`src/rtl/nbb_pkg.sv`:
```
package nbb_pkg;

    // Controller states, binary encoded
    typedef enum logic [2:0] {
        ST_WAIT_LO  = 3'd0,
        ST_TAKE_LO  = 3'd1,
        ST_HOLD_LO  = 3'd2,
        ST_WAIT_HI  = 3'd3,
        ST_TAKE_HI  = 3'd4,
        ST_HOLD_HI  = 3'd5,
        ST_EMIT     = 3'd6,
        ST_EMIT_END = 3'd7
    } nbb_state_e;

    // Load enables from controller to datapath
    typedef struct packed {
        logic out_ld;
        logic hi_ld;
        logic lo_ld;
    } nbb_ctl_t;

endpackage

```
`src/rtl/nbb_ctrl.sv`:
```
module nbb_ctrl
    import nbb_pkg::*;
(
    input  logic     clk,
    input  logic     rst,
    input  logic     nib_stb,
    output nbb_ctl_t ctl
);

    nbb_state_e state_q;
    nbb_state_e state_d;

    // State register
    always_ff @(posedge clk) begin
        if (rst) begin
            state_q <= ST_WAIT_LO;
        end else begin
            state_q <= state_d;
        end
    end

    // Next-state logic; each capture waits for the strobe to fall
    always_comb begin
        state_d = state_q;
        unique case (state_q)
            ST_WAIT_LO:  if (nib_stb) state_d = ST_TAKE_LO;
            ST_TAKE_LO:  state_d = nib_stb ? ST_HOLD_LO : ST_WAIT_HI;
            ST_HOLD_LO:  if (!nib_stb) state_d = ST_WAIT_HI;
            ST_WAIT_HI:  if (nib_stb) state_d = ST_TAKE_HI;
            ST_TAKE_HI:  state_d = nib_stb ? ST_HOLD_HI : ST_EMIT;
            ST_HOLD_HI:  if (!nib_stb) state_d = ST_EMIT;
            ST_EMIT:     state_d = ST_EMIT_END;
            ST_EMIT_END: state_d = ST_WAIT_LO;
            default:     state_d = ST_WAIT_LO;
        endcase
    end

    // Moore outputs: load enables per state
    always_comb begin
        ctl = '0;
        unique case (state_q)
            ST_TAKE_LO: ctl.lo_ld  = 1'b1;
            ST_TAKE_HI: ctl.hi_ld  = 1'b1;
            ST_EMIT:    ctl.out_ld = 1'b1;
            default:    ctl = '0;
        endcase
    end

endmodule

```
`src/rtl/nbb_path.sv`:
```
module nbb_path
    import nbb_pkg::*;
#(
    parameter int NIB_W = 4
) (
    input  logic                 clk,
    input  logic                 rst,
    input  logic [NIB_W-1:0]     nib_in,
    input  nbb_ctl_t             ctl,
    output logic [2*NIB_W-1:0]   word_out,
    output logic                 word_stb
);

    localparam int HALVES = 2;
    localparam int WORD_W = HALVES * NIB_W;

    logic [NIB_W-1:0]  nib_q;
    logic [HALVES-1:0] half_ld;
    logic [WORD_W-1:0] joined;

    // Input sample: holds the nibble present when the strobe was seen
    always_ff @(posedge clk) begin
        if (rst) begin
            nib_q <= '0;
        end else begin
            nib_q <= nib_in;
        end
    end

    assign half_ld = {ctl.hi_ld, ctl.lo_ld};

    // One half register per nibble position; index 0 is the low half
    for (genvar g = 0; g < HALVES; g++) begin : g_half
        logic [NIB_W-1:0] half_q;
        always_ff @(posedge clk) begin
            if (rst) begin
                half_q <= '0;
            end else if (half_ld[g]) begin
                half_q <= nib_q;
            end
        end
        assign joined[g*NIB_W +: NIB_W] = half_q;
    end

    // Output word and its strobe, registered together
    always_ff @(posedge clk) begin
        if (rst) begin
            word_out <= '0;
            word_stb <= 1'b0;
        end else begin
            word_stb <= ctl.out_ld;
            if (ctl.out_ld) begin
                word_out <= joined;
            end
        end
    end

endmodule

```
`src/rtl/nibble_pair_bridge.sv`:
```
module nibble_pair_bridge
    import nbb_pkg::*;
#(
    parameter int NIB_W = 4
) (
    input  logic                 clk,
    input  logic                 rst,
    input  logic [NIB_W-1:0]     nib_in,
    input  logic                 nib_stb,
    output logic [2*NIB_W-1:0]   word_out,
    output logic                 word_stb
);

    localparam int WORD_W = 2 * NIB_W;

    nbb_ctl_t ctl;

    nbb_ctrl u_ctrl (
        .clk     (clk),
        .rst     (rst),
        .nib_stb (nib_stb),
        .ctl     (ctl)
    );

    nbb_path #(
        .NIB_W (NIB_W)
    ) u_path (
        .clk      (clk),
        .rst      (rst),
        .nib_in   (nib_in),
        .ctl      (ctl),
        .word_out (word_out),
        .word_stb (word_stb)
    );

endmodule

```
`config.mk`:
```
export PLATFORM = sky130hd
export DESIGN_NAME = nibble_pair_bridge
export DESIGN_NICKNAME = d
export VERILOG_FILES = /design/src/rtl/nbb_pkg.sv /design/src/rtl/nbb_ctrl.sv /design/src/rtl/nbb_path.sv /design/src/rtl/nibble_pair_bridge.sv
export SDC_FILE = /design/constraint.sdc
export NUM_CORES = 1
export LEC_CHECK = 0
export ABC_CLOCK_PERIOD_IN_PS = 1000
export BUFFER_PORTS_ARGS = -buffer_cell sky130_fd_sc_hd__buf_2
export CORE_ASPECT_RATIO = 1.1
export CORE_MARGIN = 5
export CORE_UTILIZATION = 47
export DETAILED_ROUTE_END_ITERATION = 8
export GPL_ROUTABILITY_DRIVEN = 0
export GPL_TIMING_DRIVEN = 0
export PLACE_DENSITY = 0.72
export SKIP_LAST_GASP = 1
export SLEW_MARGIN = 20
export SYNTH_ARGS = -nofsm -noshare
export SYNTH_HDL_FRONTEND = slang
export SYNTH_SLANG_ARGS = --single-unit
```
`constraint.sdc`:
```
create_clock -name clk -period 1 [get_ports clk]
set_input_delay 0 -clock clk [delete_from_list [all_inputs] [get_ports clk]]
set_output_delay 0 -clock clk [all_outputs]
set_load 0.05 [all_outputs]
```
==> results.txt <==
Status - finished with violations
Failing checks - negative setup slack
Top Ports - 16
Share of post-route cells with drive strength above 1 - 0.322
CP startpoint kind - flop
Slowest cell on the critical path - dfxtp_4
CTS H-tree depth - 1
Vias in the first global route - 678
Final setup margin - -0.146 ns
HP Class - in -> reg
GR Overflow Total - 0
Drt total wl - 1.85 mm
Most used DFF post-synth - dfxtp_1
Avg Cell Area, Syn - 10.6 um2
F_max - 0.873 GHz
Router iterations before antenna repair - 4
WL/cell - 12.8 um
Largest net degree at the start of global routing - 15
Max Root-Sink Buffers - 2
CP max stage delay - 0.41 ns
Post-Synthesis Net Count - 93
Post-synth top cells - dfxtp_1, nor2_1, mux2i_1
CP cell instances - nor3b_4 > buf_6 > mux2i_1 > nor2_1
Fin crit period - 1.15 ns
Total number of vias - 702
Worst VDD drop - 0.00101 V
Max Slew Vio Count - 0
Initial DRC count - 6
Final net count - 126
Post-Route Setup TNS - -1.47 ns
Worst-Skew Late Latency - 0.31 ns
RSZ-0062 raised after global routing - yes
Synth top area cells - dfxtp_1, mux2i_1, nor2_1
Hold Vio Cnt, Final - 0
Element type at the critical path end - flop
Fin Hold WS - 0.431 ns
Gate Count Post-Synth - 86
Post-synthesis cell area - 915 um2
Die footprint - 2930 um2
Hpwl dp - 1.07 mm
Number of CTS-inserted buffers - 3
First-pass GRT wire length - 2.94 mm
Die width - 52.1 um
Clock slew at reported path FFs - 0.13 ns
Utilization after layout - 0.681
Most common cell in the synthesized netlist - dfxtp_1
Crit path buf inv count - 1
Critical setup path kind - reg -> reg
Clk sinks - 24
Yosys cell types - 15
ANT nets after route - 0
CORE AREA - 1820 um2
Power per cell area - 1530 nW/um2
Leakage power - 0.579 nW
Max-cap violations - 0
CTS tree - built
Yosys warning total - 0
Required time worst endpoint - 1.20 ns
Die H - 56.3 um
N_diodes - 0
Area Growth Syn to Fin - 35.7%
Clock skew - 0.00518 ns
Critical Path AT - 1.34 ns
Actual slew at the worst max-slew pin - 0.462 ns
Initial antenna violation count - 0
Yosys reg bits - 24
Ys async rst share - 0
Final setup vio count - 16
Number of synthesized flops with an enable pin - 0
Residual DRC - 0
# port buffers - 15
Slew HR - 0.692
Share of the synthesized area in the top cell type - 0.525
GRT Total Usage - 0.135
Worst-path fanout max - 6
Register area share after synthesis - 0.525
Post-synth top area cell - dfxtp_1
Vias/cell - 4.84
CTS Root Cell - clkbuf_4
Top delay family on crit path - flip-flops
Period utilisation layout - 1.15
FP Rows - 16
Starting Density - 0.502
[layout by cell type (no fill, tap or decap), drive strengths merged, types with 2 or more instances in the layout]
cell type / Yosys / layout
nand2: 4 / 4
mux2i: 17 / 17
buf: 4 / 25
a21oi: 2 / 2
nand2b: 2 / 2
nor2b: 4 / 4
dlygate4sd3: 0 / 6
clkbuf: 2 / 5
nor2: 20 / 20
nor3b: 2 / 2
nand3b: 2 / 2
dfxtp: 24 / 24
[report_power, final]
part | internal [mW] | total, mW | switching, mW
Clock | 0.405 | 0.686 | 0.281
Combinational | 0.119 | 0.201 | 0.0816
Sequential | 0.982 | 1.01 | 0.0325
Total | 1.51 | 1.90 | 0.395
[path summary, 6_finish.rpt]
kind | start | to | slack, ns | cells after the start
max reg2reg | u_ctrl.state_q[2] | u_path.g_half[1].half_q[1] | -0.15 | 4
max | u_ctrl.state_q[2] | u_path.g_half[1].half_q[1] | -0.15 | 4
min | nib_in[1] | u_path.nib_q[1] | 0.43 | 3
min reg2reg | u_path.word_out[7] | u_path.word_out[7] | 0.51 | 2
[state kept, by name, summed over array words and instances (netlist names)]
name / flops
u_ctrl.state_q: 3
u_path.nib_q: 4
u_path.word_out: 8
u_path.g_half.half_q: 8
u_path.word_stb: 1
[per-layer routing]
metal	share of wire	GRT usage	up-vias
met1	0.40	0.151	336
met2	0.54	0.237	15
met4	0.023	0.0674	0
met3	0.028	0.0238	4
li1	-	-	347
met5	0	0	-
[stage by stage]
step	area, um2	std cells	power [mW]	setup WS, ns
2_1_floorplan	920	86	1.14	-0.0797
3_3_place_gp	1030	128	1.17	-0.181
3_5_place_dp	1030	128	1.17	-0.184
4_1_cts	1150	139	1.87	-0.171
5_1_grt	1240	145	1.99	-0.219
6_report	1240	145	1.90	-0.146
[layout make-up]
type | count | area [um2]
plain buffers | 3 | 18.8
flip-flops and latches | 24 | 492
clock buffers | 3 | 22.5
repair buffers | 31 | 238
multi-input cells | 56 | 407
well taps | 27 | 33.8
clock inverters | 1 | 30.0
fillers | 145 | 581
[worst register-to-register path: stages (launching register included)]
cell and delay [ns]:
dfxtp_4 0.41, nor3b_4 0.24, buf_6 0.14, mux2i_1 0.18
nor2_1 0.05
[cell families after synthesis]
logic type	Yosys count	synth area share
simple gates	35	0.207
flops	24	0.525
compound gates	4	0.0287
buf+inv	6	0.0534
mux	17	0.186
[repair_timing]
action / CTS / global route
hold endpoints to repair: 5 / 0
gates cloned: 0 / 1
setup buffers: 3 / 6
hold buffers: 6 / 0
resized for setup: 5 / 16
setup endpoints to repair: 16 / 20
pin swaps: 1 / 2
No activity file was read; power rests on OpenSTA's default activity.
